**src/rtl/rbp_pkg.sv**
```systemverilog
package rbp_pkg;

   localparam int RBP_MIN_BURST  = 4;
   localparam int RBP_MAX_BURST  = 252;
   localparam int RBP_BURST_STEP = 4;
   localparam int RBP_COL_ALIGN  = 8;
   localparam int RBP_ALIGN_LEAD = 2;

   typedef enum logic {
      RBP_IDLE = 1'b0,
      RBP_RUN  = 1'b1
   } rbp_state_e;

endpackage

```
**src/rtl/rbp_req_check.sv**
```systemverilog
module rbp_req_check
   import rbp_pkg::*;
#(
   parameter int BSZ_W   = 8,
   parameter int MIN_BS  = RBP_MIN_BURST,
   parameter int MAX_BS  = RBP_MAX_BURST,
   parameter int STEP    = RBP_BURST_STEP,
   parameter int ALIGN   = RBP_COL_ALIGN,
   localparam int STEP_W  = $clog2(STEP),
   localparam int ALIGN_W = $clog2(ALIGN)
) (
   input  logic [BSZ_W-1:0]   bsize_i,
   input  logic [ALIGN_W-1:0] col_lo_i,
   output logic               legal_o
);

   if ((1 << STEP_W) != STEP) begin : g_bad_step
      $error("rbp_req_check: STEP must be a power of two");
   end
   if ((1 << ALIGN_W) != ALIGN) begin : g_bad_align
      $error("rbp_req_check: ALIGN must be a power of two");
   end
   if (MAX_BS >= (1 << BSZ_W)) begin : g_bad_max
      $error("rbp_req_check: MAX_BS does not fit in BSZ_W");
   end

   logic size_in_range;
   logic size_on_step;
   logic col_aligned;

   assign size_in_range = (bsize_i >= BSZ_W'(MIN_BS)) && (bsize_i <= BSZ_W'(MAX_BS));
   assign size_on_step  = (bsize_i[STEP_W-1:0] == '0);
   assign col_aligned   = (col_lo_i == '0);
   assign legal_o       = size_in_range && size_on_step && col_aligned;

endmodule

```
**src/rtl/rbp_burst_ctrl.sv**
```systemverilog
module rbp_burst_ctrl
   import rbp_pkg::*;
#(
   parameter int BANK_W = 3,
   parameter int ROW_W  = 14,
   parameter int COL_W  = 10,
   parameter int BSZ_W  = 8,
   parameter int LAT    = 10,
   parameter int LANE_W = 3,
   localparam int LAT_W = $clog2(LAT + 1)
) (
   input  logic              clk,
   input  logic              rst_n,
   input  logic              req_valid_i,
   input  logic              req_legal_i,
   input  logic [BANK_W-1:0] req_bank_i,
   input  logic [ROW_W-1:0]  req_row_i,
   input  logic [COL_W-1:0]  req_col_i,
   input  logic [BSZ_W-1:0]  req_bsize_i,
   output logic              req_ready_o,
   output logic              err_o,
   output logic              mem_rd_o,
   output logic [BANK_W-1:0] mem_bank_o,
   output logic [ROW_W-1:0]  mem_row_o,
   output logic [COL_W-1:0]  mem_col_o,
   output logic              cap_o,
   output logic              last_o,
   output logic [LANE_W-1:0] lane_o
);

   if (LAT < 1) begin : g_bad_lat
      $error("rbp_burst_ctrl: total latency must be at least one cycle");
   end
   if (LANE_W > BSZ_W) begin : g_bad_lane
      $error("rbp_burst_ctrl: LANE_W wider than burst counter");
   end

   rbp_state_e        state_q;
   logic [BANK_W-1:0] bank_q;
   logic [ROW_W-1:0]  row_q;
   logic [COL_W-1:0]  col_q;
   logic [BSZ_W-1:0]  bs_q;
   logic [BSZ_W-1:0]  iss_cnt_q;
   logic [BSZ_W-1:0]  cap_cnt_q;
   logic [LAT_W-1:0]  lat_cnt_q;
   logic              err_q;
   logic              take;
   logic              issuing;

   assign req_ready_o = (state_q == RBP_IDLE);
   assign take        = req_valid_i && req_ready_o;
   assign issuing     = (state_q == RBP_RUN) && (iss_cnt_q < bs_q);
   assign cap_o       = (state_q == RBP_RUN) && (lat_cnt_q == '0) && (cap_cnt_q < bs_q);
   assign last_o      = cap_o && (cap_cnt_q == bs_q - BSZ_W'(1));
   assign lane_o      = cap_cnt_q[LANE_W-1:0];

   assign mem_rd_o    = issuing;
   assign mem_bank_o  = bank_q;
   assign mem_row_o   = row_q;
   assign mem_col_o   = col_q + COL_W'(iss_cnt_q);
   assign err_o       = err_q;

   always_ff @(posedge clk or negedge rst_n) begin
      if (!rst_n) begin
         state_q   <= RBP_IDLE;
         bank_q    <= '0;
         row_q     <= '0;
         col_q     <= '0;
         bs_q      <= '0;
         iss_cnt_q <= '0;
         cap_cnt_q <= '0;
         lat_cnt_q <= '0;
         err_q     <= 1'b0;
      end else begin
         case (state_q)
            RBP_IDLE: begin
               if (take && req_legal_i) begin
                  state_q   <= RBP_RUN;
                  bank_q    <= req_bank_i;
                  row_q     <= req_row_i;
                  col_q     <= req_col_i;
                  bs_q      <= req_bsize_i;
                  iss_cnt_q <= '0;
                  cap_cnt_q <= '0;
                  lat_cnt_q <= LAT_W'(LAT);
               end else if (take) begin
                  err_q <= 1'b1;
               end
            end
            RBP_RUN: begin
               if (issuing) iss_cnt_q <= iss_cnt_q + BSZ_W'(1);
               if (lat_cnt_q != '0) lat_cnt_q <= lat_cnt_q - LAT_W'(1);
               if (cap_o) cap_cnt_q <= cap_cnt_q + BSZ_W'(1);
               if (last_o) begin
                  state_q   <= RBP_IDLE;
                  iss_cnt_q <= '0;
                  cap_cnt_q <= '0;
               end
            end
            default: state_q <= RBP_IDLE;
         endcase
      end
   end

   a_r1_accept_starts: assert property (@(posedge clk) disable iff (!rst_n)
      (req_valid_i && req_ready_o && req_legal_i) |=> (!req_ready_o && mem_rd_o));

   a_r2_reject_no_burst: assert property (@(posedge clk) disable iff (!rst_n)
      (req_valid_i && req_ready_o && !req_legal_i) |=> (req_ready_o && !mem_rd_o && err_o));

   a_r2_err_sticky: assert property (@(posedge clk) disable iff (!rst_n)
      err_o |=> err_o);

   a_r3_col_step: assert property (@(posedge clk) disable iff (!rst_n)
      (mem_rd_o && $past(mem_rd_o)) |-> (mem_col_o == COL_W'($past(mem_col_o) + COL_W'(1))));

   a_r8_busy_while_issue: assert property (@(posedge clk) disable iff (!rst_n)
      (mem_rd_o || cap_o) |-> !req_ready_o);

   a_r8_ready_after_last: assert property (@(posedge clk) disable iff (!rst_n)
      last_o |=> (req_ready_o && !cap_o));

endmodule

```
**src/rtl/rbp_lane_packer.sv**
```systemverilog
module rbp_lane_packer
   import rbp_pkg::*;
#(
   parameter int BEAT_W = 72,
   parameter int LANES  = 8,
   localparam int LANE_W = $clog2(LANES),
   localparam int WORD_W = BEAT_W * LANES,
   localparam int STAGES = RBP_ALIGN_LEAD + 1
) (
   input  logic              clk,
   input  logic              rst_n,
   input  logic              cap_i,
   input  logic              last_i,
   input  logic [LANE_W-1:0] lane_i,
   input  logic [BEAT_W-1:0] beat_i,
   output logic              align_o,
   output logic              word_valid_o,
   output logic [WORD_W-1:0] word_o
);

   if ((1 << LANE_W) != LANES) begin : g_bad_lanes
      $error("rbp_lane_packer: LANES must be a power of two");
   end

   logic [BEAT_W-1:0] acc_q  [LANES];
   logic [BEAT_W-1:0] acc_nx [LANES];
   logic [WORD_W-1:0] packed_w;
   logic              word_done;
   logic              stg_v_q [STAGES];
   logic [WORD_W-1:0] stg_d_q [STAGES];

   for (genvar k = 0; k < LANES; k++) begin : g_lane
      assign acc_nx[k] = (cap_i && lane_i == LANE_W'(k)) ? beat_i :
                         (cap_i && lane_i == '0)         ? '0     :
                                                           acc_q[k];
      assign packed_w[k*BEAT_W +: BEAT_W] = acc_nx[k];
   end

   assign word_done = cap_i && ((lane_i == LANE_W'(LANES - 1)) || last_i);

   always_ff @(posedge clk or negedge rst_n) begin
      if (!rst_n) begin
         acc_q <= '{default: '0};
      end else if (cap_i) begin
         acc_q <= acc_nx;
      end
   end

   always_ff @(posedge clk or negedge rst_n) begin
      if (!rst_n) begin
         stg_v_q <= '{default: 1'b0};
         stg_d_q <= '{default: '0};
      end else begin
         stg_v_q[0] <= word_done;
         if (word_done) stg_d_q[0] <= packed_w;
         for (int s = 1; s < STAGES; s++) begin
            stg_v_q[s] <= stg_v_q[s-1];
            stg_d_q[s] <= stg_d_q[s-1];
         end
      end
   end

   assign align_o      = stg_v_q[0];
   assign word_valid_o = stg_v_q[STAGES-1];
   assign word_o       = stg_d_q[STAGES-1];

   a_r7_align_lead: assert property (@(posedge clk) disable iff (!rst_n)
      align_o |-> ##2 word_valid_o);

   a_r4_beats_contiguous: assert property (@(posedge clk) disable iff (!rst_n)
      (cap_i && lane_i != '0) |-> $past(cap_i));

   a_r7_align_after_done: assert property (@(posedge clk) disable iff (!rst_n)
      word_done |=> align_o);

endmodule

```
**src/rtl/rbp_read_packer.sv**
```systemverilog
module rbp_read_packer
   import rbp_pkg::*;
#(
   parameter int WIDE   = 1,
   parameter int BEAT_W = 72,
   parameter int BANK_W = 3,
   parameter int ROW_W  = 14,
   parameter int COL_W  = 10,
   parameter int BSZ_W  = 8,
   parameter int AL     = 2,
   parameter int CL     = 5,
   parameter int RTD    = 3,
   localparam int LANES  = (WIDE != 0) ? 8 : 4,
   localparam int LANE_W = $clog2(LANES),
   localparam int WORD_W = BEAT_W * LANES,
   localparam int LAT    = AL + CL + RTD,
   localparam int ALGN_W = $clog2(RBP_COL_ALIGN)
) (
   input  logic              clk,
   input  logic              rst_n,
   input  logic              req_valid_i,
   output logic              req_ready_o,
   input  logic [BANK_W-1:0] req_bank_i,
   input  logic [ROW_W-1:0]  req_row_i,
   input  logic [COL_W-1:0]  req_col_i,
   input  logic [BSZ_W-1:0]  req_bsize_i,
   output logic              err_o,
   output logic              mem_rd_o,
   output logic [BANK_W-1:0] mem_bank_o,
   output logic [ROW_W-1:0]  mem_row_o,
   output logic [COL_W-1:0]  mem_col_o,
   input  logic [BEAT_W-1:0] mem_beat_i,
   output logic              rd_valid_o,
   output logic              align_o,
   output logic              word_valid_o,
   output logic [WORD_W-1:0] word_o
);

   if (WIDE != 0 && WIDE != 1) begin : g_bad_wide
      $error("rbp_read_packer: WIDE must be 0 or 1");
   end
   if (BEAT_W < 1) begin : g_bad_beat
      $error("rbp_read_packer: BEAT_W must be positive");
   end
   if (COL_W < ALGN_W) begin : g_bad_col
      $error("rbp_read_packer: COL_W too narrow for column alignment");
   end
   if (AL < 0 || CL < 1 || RTD < 0) begin : g_bad_timing
      $error("rbp_read_packer: latency parameters out of range");
   end

   logic              legal;
   logic              cap;
   logic              last;
   logic [LANE_W-1:0] lane;

   rbp_req_check #(
      .BSZ_W (BSZ_W)
   ) u_check (
      .bsize_i  (req_bsize_i),
      .col_lo_i (req_col_i[ALGN_W-1:0]),
      .legal_o  (legal)
   );

   rbp_burst_ctrl #(
      .BANK_W (BANK_W),
      .ROW_W  (ROW_W),
      .COL_W  (COL_W),
      .BSZ_W  (BSZ_W),
      .LAT    (LAT),
      .LANE_W (LANE_W)
   ) u_ctrl (
      .clk         (clk),
      .rst_n       (rst_n),
      .req_valid_i (req_valid_i),
      .req_legal_i (legal),
      .req_bank_i  (req_bank_i),
      .req_row_i   (req_row_i),
      .req_col_i   (req_col_i),
      .req_bsize_i (req_bsize_i),
      .req_ready_o (req_ready_o),
      .err_o       (err_o),
      .mem_rd_o    (mem_rd_o),
      .mem_bank_o  (mem_bank_o),
      .mem_row_o   (mem_row_o),
      .mem_col_o   (mem_col_o),
      .cap_o       (cap),
      .last_o      (last),
      .lane_o      (lane)
   );

   rbp_lane_packer #(
      .BEAT_W (BEAT_W),
      .LANES  (LANES)
   ) u_pack (
      .clk          (clk),
      .rst_n        (rst_n),
      .cap_i        (cap),
      .last_i       (last),
      .lane_i       (lane),
      .beat_i       (mem_beat_i),
      .align_o      (align_o),
      .word_valid_o (word_valid_o),
      .word_o       (word_o)
   );

   assign rd_valid_o = cap;

endmodule

```
**config.mk**
```make
export PLATFORM = sky130hd
export DESIGN_NAME = rbp_read_packer
export DESIGN_NICKNAME = d
export VERILOG_FILES = /design/src/rtl/rbp_pkg.sv /design/src/rtl/rbp_req_check.sv /design/src/rtl/rbp_burst_ctrl.sv /design/src/rtl/rbp_lane_packer.sv /design/src/rtl/rbp_read_packer.sv
export SDC_FILE = /design/constraint.sdc
export NUM_CORES = 2
export LEC_CHECK = 0
export ABC_CLOCK_PERIOD_IN_PS = 6070
export BUFFER_PORTS_ARGS = -buffer_cell sky130_fd_sc_hd__buf_2
export CAP_MARGIN = 20
export CORE_ASPECT_RATIO = 0.5
export CORE_MARGIN = 3
export CORE_UTILIZATION = 40
export CTS_CLUSTER_DIAMETER = 40
export DETAILED_ROUTE_END_ITERATION = 12
export HOLD_SLACK_MARGIN = 0.12
export PLACE_DENSITY = 0.54
export SYNTH_ARGS = -nofsm -noshare
export SYNTH_HDL_FRONTEND = slang
export SYNTH_SLANG_ARGS = --single-unit
```
**constraint.sdc**
```tcl
create_clock -name clk -period 6.07 [get_ports clk]
set_clock_uncertainty 0.2 [all_clocks]
set_input_delay 0.3035 -clock clk [delete_from_list [all_inputs] [get_ports clk]]
set_output_delay 0.3035 -clock clk [all_outputs]
set_load 0.01 [all_outputs]
```
# Word-level counts from Yosys, hierarchy flattened
# Index checks and enable logic that the tools add are counted.
# totals
ff_bits	2364
latch_bits	0
ramBits	0
mem_bits_ro	0
word_cells	103
n_memories	0
# classes
n_addsub	5
n_mul	0
n_div	0
magnitude_cmp	4
n_eq_ne	12
shift	0
n_mux	28
n_bitwise	2
n_reduce_logical	29
# ops
cell	count
two-way mux 72 bit	15
two-way mux 8 bit	5
one-hot mux 8 bit (2 select lines)	2
logical AND 1 bit	18
adder 8 x 1 -> 8 bit, second input constant	2
< comparator 8 bit	2
== test 3 bit, second input constant	4
adder 10 x 8 -> 10 bit	1
== test 8 bit	1
>= comparator 8 x 3 -> 1 bit, second input constant	1
less-or-equal comparator 8 bit, second input constant	1
two-way mux 4 bit	2
one-hot mux 4 bit (2 select lines)	1
AND reduction 2 bit	4
subtractor 8 x 1 -> 8 bit, second input constant	1
== test 3 x 2 -> 1 bit, second input constant	2
zero test 3 bit	2
zero test 4 bit	1
!= test 2 bit, second input constant	2
nonzero test 4 bit	1
subtractor 4 x 1 -> 4 bit, second input constant	1
== test 3 x 1 -> 1 bit, second input constant	1
!= test 3 x 1 -> 1 bit, second input constant	1
!= test 3 x 2 -> 1 bit, second input constant	1
other kinds (6)	8

# Depth between registers and ports, before layout
# depth
word_depth	7
ltp_mapped	13

# By module
# Synthesis repeated with hierarchy kept, for this count alone.
# hier_totals
cells_unflattened	6369
area_unflattened_um2	81187.9
# modules_own_cells
mod	instances	cells_per_inst	area_per_inst_um2	seq_area_each_um2
rbp_lane_packer	1	5991	77852.2	57730.4
rbp_burst_ctrl	1	374	3310.7	1426.4
rbp_req_check	1	4	25.0	0.0

# Least setup slack after synthesis
# OpenSTA, ideal clock, no wires.
# synth_timing
path_kind	reg-to-reg
from	reg u_ctrl.bs_q[3]
to	reg u_pack.stg_d_q[1208] in the netlist's numbering
t_arrival_ns	2.679
t_required_ns	5.745
setup_slack_ns	3.067
stages_incl_launch_ff	13
path_buffers	4
period_less_slack_ns	3.003
path_cell_list	dfrtp_1 -> inv_1 -> ha_1 -> or3_1 -> o21a_2 -> nor3_2 -> and2_1 -> buf_4 -> buf_8 -> buf_12 -> buf_8 -> mux2_4 -> mux2_2
# synth_via
elab_chain_cells	5
# synth_rtl
element	line	text
start: declaration	rbp_burst_ctrl.sv:42	logic [BSZ_W-1:0] bs_q;
start signal: assignment	rbp_burst_ctrl.sv:82	bs_q <= req_bsize_i;
subtractor 8 x 1 -> 8 bit or < comparator 8 bit (tied branches)	rbp_burst_ctrl.sv:54, rbp_burst_ctrl.sv:53	
== test 8 bit or logical AND 1 bit (tied branches)	rbp_burst_ctrl.sv:54, rbp_burst_ctrl.sv:53	
logical AND 1 bit	rbp_burst_ctrl.sv:54	assign last_o = cap_o && (cap_cnt_q == bs_q - BSZ_W'(1));
logical OR 1 bit	rbp_lane_packer.sv:39	assign word_done = cap_i && ((lane_i == LANE_W'(LANES - 1)) || last_i);
logical AND 1 bit	rbp_lane_packer.sv:39	
end signal: indexed assignment	rbp_lane_packer.sv:58	stg_d_q[s] <= stg_d_q[s-1];
end: declaration	rbp_lane_packer.sv:30	logic [WORD_W-1:0] stg_d_q [STAGES];
# Several ways; a longest one is shown, not always the timed one.
# A chain may end at the register's enable or synchronous reset.

# Final worst setup path
# layout_timing
from	reg u_ctrl.lat_cnt_q[0]
to	reg u_pack.stg_d_q[1161] in the netlist's numbering
# layout_via
elab_chain_cells	6
# layout_rtl
element	line	text
start: declaration	rbp_burst_ctrl.sv:45	logic [LAT_W-1:0] lat_cnt_q;
start signal: assignment	rbp_burst_ctrl.sv:85	lat_cnt_q <= LAT_W'(LAT);
start signal: assignment	rbp_burst_ctrl.sv:92	if (lat_cnt_q != '0) lat_cnt_q <= lat_cnt_q - LAT_W'(1);
zero test 4 bit (*)	rbp_burst_ctrl.sv:53	assign cap_o = (state_q == RBP_RUN) && (lat_cnt_q == '0) && (cap_cnt_q < bs_q);
logical AND 1 bit (*) (2 in a row)	rbp_burst_ctrl.sv:53	
logical AND 1 bit	rbp_burst_ctrl.sv:54	
logical OR 1 bit	rbp_lane_packer.sv:39	
logical AND 1 bit	rbp_lane_packer.sv:39	
# Every way passes the cells marked *; elsewhere a longest branch is shown, timed or not.

==> out/qor.txt <==
Final min period: 4430 ps
Dominant synthesized flop cell: dfrtp_1
F_max: 0.2257 GHz
Wire length on met2: 106600 um
CP max stage delay: 820 ps
Required @ worst endpoint: 6540 ps
WL met3: 6990 um
Num rows: 116
Setup TNS: 0 ps
Initial core utilization: 40.40%
Largest family of logic cells by synthesized area: multiplexers
Postcts setup bufs: 0
Fin util: 46.05%
Dpl hpwl: 121900 um
Simple-Gate Fraction of Synth Area: 2.725%
DRC: 0
Die width: 642.8 um
Mapped cell area: 0.08110 mm^2
GP Congestion: 0.7965
TritonCTS clock tree: yes
Syn Nets: 5456
Routed WL: 202400 um
Final antenna-violating net count: 0
Avg Vias per Cell: 4.910
Worst EP arrival: 4900 ps
CP max stage cell: a2111oi_2
Final cell count without fillers: 8508
Lkg Pwr: 42.16 nW
DP Cell Count: 7924
Yosys cell types: 55
Global route overflow: 0
Xor and xnor fraction of the mapped netlist area: 0.3348%
Total CTS buffers: 219
Top-area cell type share of the netlist area: 72.94%
# setup viols final: 0
H-tree depth: 4
Worst-path cell chain: inv_1 > ha_1 > nand2b_4 > a2111oi_2 > and2_1 > and2_4 > a31oi_1 > inv_8 > buf_4 > mux2_2
# nets final: 5776
Design Area, Final: 0.09243 mm^2
Clock Pin Slew Worst Setup and Hold Paths: 70 ps
Core Region: 0.2007 mm^2
Layout cells sized above 1: 30.36%
M1 wire length: 81700 um
Post-Synth Adder-Cell Area: 0.5184%
Global-route usage over all layers: 19.30%
Worst Path Buf+Inv: 3
Worst-skew pair later-pin latency: 840 ps
Classification of the worst setup path: reg2reg
Area Growth Syn to Fin: 13.97%
Yosys Warn Count: 0
Synth Area per Inst: 15.26 um^2
Largest net degree at the start of global routing: 164
Drt first pass iters: 7
DIE HEIGHT: 324.4 um
Hold crit path type: reg2reg
Fin crit share: 72.98%
Nature of the critical path endpoint: flip-flop
EDFF count, synth: 0
Yosys reg bits: 2364
Final Max Tran Viols: 0
# clock sinks: 2364
Critical Path Start Type: flip-flop
Post-synthesis mux area share: 9.176%
Worst VDD drop: 0.2388 mV
Status: finished, final reports clean
Via count: 41778
Deepest clock path buffer count: 4
CP top delay family: buffers and inverters
Post-synth ARST share: 100.0%
Post-CTS Resized: 0
First-pass GRT wire length: 304000 um
Top Metal Used: met4
Count leader, synth: dfrtp_1
Max_cap viols: 0
Vias in the first global route: 45106
First DRT Iteration DRCs: 2873
Sequential share of the synthesized area: 72.94%
Crit path max fanout: 66
RSZ-0062 raised after global routing: no
Top cells by area, synth: dfrtp_1 73%, mux2_2 7.8%, buf_4 5.9%
Final Hold Violating Endpoints: 0
Pwr dens: 342.4 mW/mm^2
Avg WL per Cell: 23.78 um
IO Port Bufs: 718
DP Area: 0.08318 mm^2
Area leader, netlist: dfrtp_1
Post-synthesis compound-gate area fraction: 6.896%
Hold buffer count at CTS: 201
Post-synth top cells: 2364 x dfrtp_1, 635 x buf_4, 564 x mux2_2
Worst-Margin Slew: 1135 ps
Root Driver: clkbuf_16
Number of placed I/O pins: 719
Initial antenna violation count: 3
Die Area: 0.2085 mm^2
Post-Synthesis Cells: 5313
Slew HR: 24.33%
==> per-layer routing <==
layer | up-vias | global-route usage (%)
li1 | 18043 | -
met1 | 22562 | 24.03
met2 | 842 | 34.47
met3 | 331 | 2.786
met4 | 0 | 6.487
met5 | - | 0
==> cells by family after synthesis <==
| family | after synthesis |
|---|---|
| buffers and inverters | 919 |
| and+or+nand+nor | 539 |
| xor gates and xnor gates | 31 |
| AOI/OAI and AO/OA | 778 |
| DFF | 2364 |
| adders and majority gates | 33 |
| muxes | 649 |
==> registers in the layout, indices dropped and copies added, names as in the netlist <==
signal               flops
u_pack.stg_d_q        1152
u_pack.align_o           1
u_pack.acc_q           576
u_ctrl.iss_cnt_q         8
u_ctrl.col_q            10
u_pack.word_o          576
u_ctrl.lat_cnt_q         4
u_pack.word_valid_o      1
u_ctrl.mem_row_o        14
u_pack.stg_v_q           1
u_ctrl.state_q           1
u_ctrl.err_o             1
u_ctrl.bs_q              8
u_ctrl.cap_cnt_q         8
u_ctrl.mem_bank_o        3
==> layout by cell type (no fill, tap or decap), types with 6 or more instances in the layout <==
cell,instances
ha_1,32
nor2_1,23
a22o_1,428
nand4_1,6
bufinv_16,13
buf_4,48
clkinv_8,7
nand3_1,9
a21oi_1,13
buf_12,26
inv_6,6
buf_2,717
clkinv_2,25
inv_8,8
mux2_1,48
clkinv_4,6
clkbuf_16,222
mux2_2,564
clkinvlp_4,9
nor3_1,9
nand2_1,455
o21ai_0,302
xnor2_1,18
clkbuf_1,41
clkbuf_8,40
dlygate4sd3_1,200
mux2_4,36
dfrtp_1,2363
xor2_1,13
inv_1,21
==> metrics by stage <==
step	power, mW	setup WS (ps)	hold WS [ps]
6_report	31.65	1640	118.3
5_1_grt	32.84	1458	121.8
4_1_cts	32.08	1609	121.4
3_5_place_dp	18.16	1652	134.7
3_3_place_gp	18.12	1659	132.7
2_1_floorplan	17.52	3067	-192.1
==> worst paths after layout <==
path	start	to	slack, ps	cells past startpoint
setup / recovery	u_ctrl.lat_cnt_q[0]	u_pack.stg_d_q[1161]	1640	10
max in group asynchronous	rst_n	u_ctrl.mem_row_o[8]	4390	4
hold / removal	u_pack.stg_d_q[798]	u_pack.word_o[222]	120	0
min in group asynchronous	rst_n	u_pack.word_o[119]	170	3
setup reg to reg	u_ctrl.lat_cnt_q[0]	u_pack.stg_d_q[1161]	1640	10
hold reg to reg	u_pack.stg_d_q[798]	u_pack.word_o[222]	120	0
==> cell type report <==
cell class	instances	area, um^2
fill	17336	108300
inverter	24	102.6
sequential	2364	59160
timing repair buffer	994	6554
antenna	4	10.01
tap	2714	3396
multi-input combinational	2030	16030
clock inverter	75	920.9
clock buffer	303	6260
==> report_power, final <==
group	internal (mW)	switching, mW
clock	7.80	5.96
combinational	0.456	0.739
sequential	16.4	0.302
No activity file was read; power rests on OpenSTA's default activity.
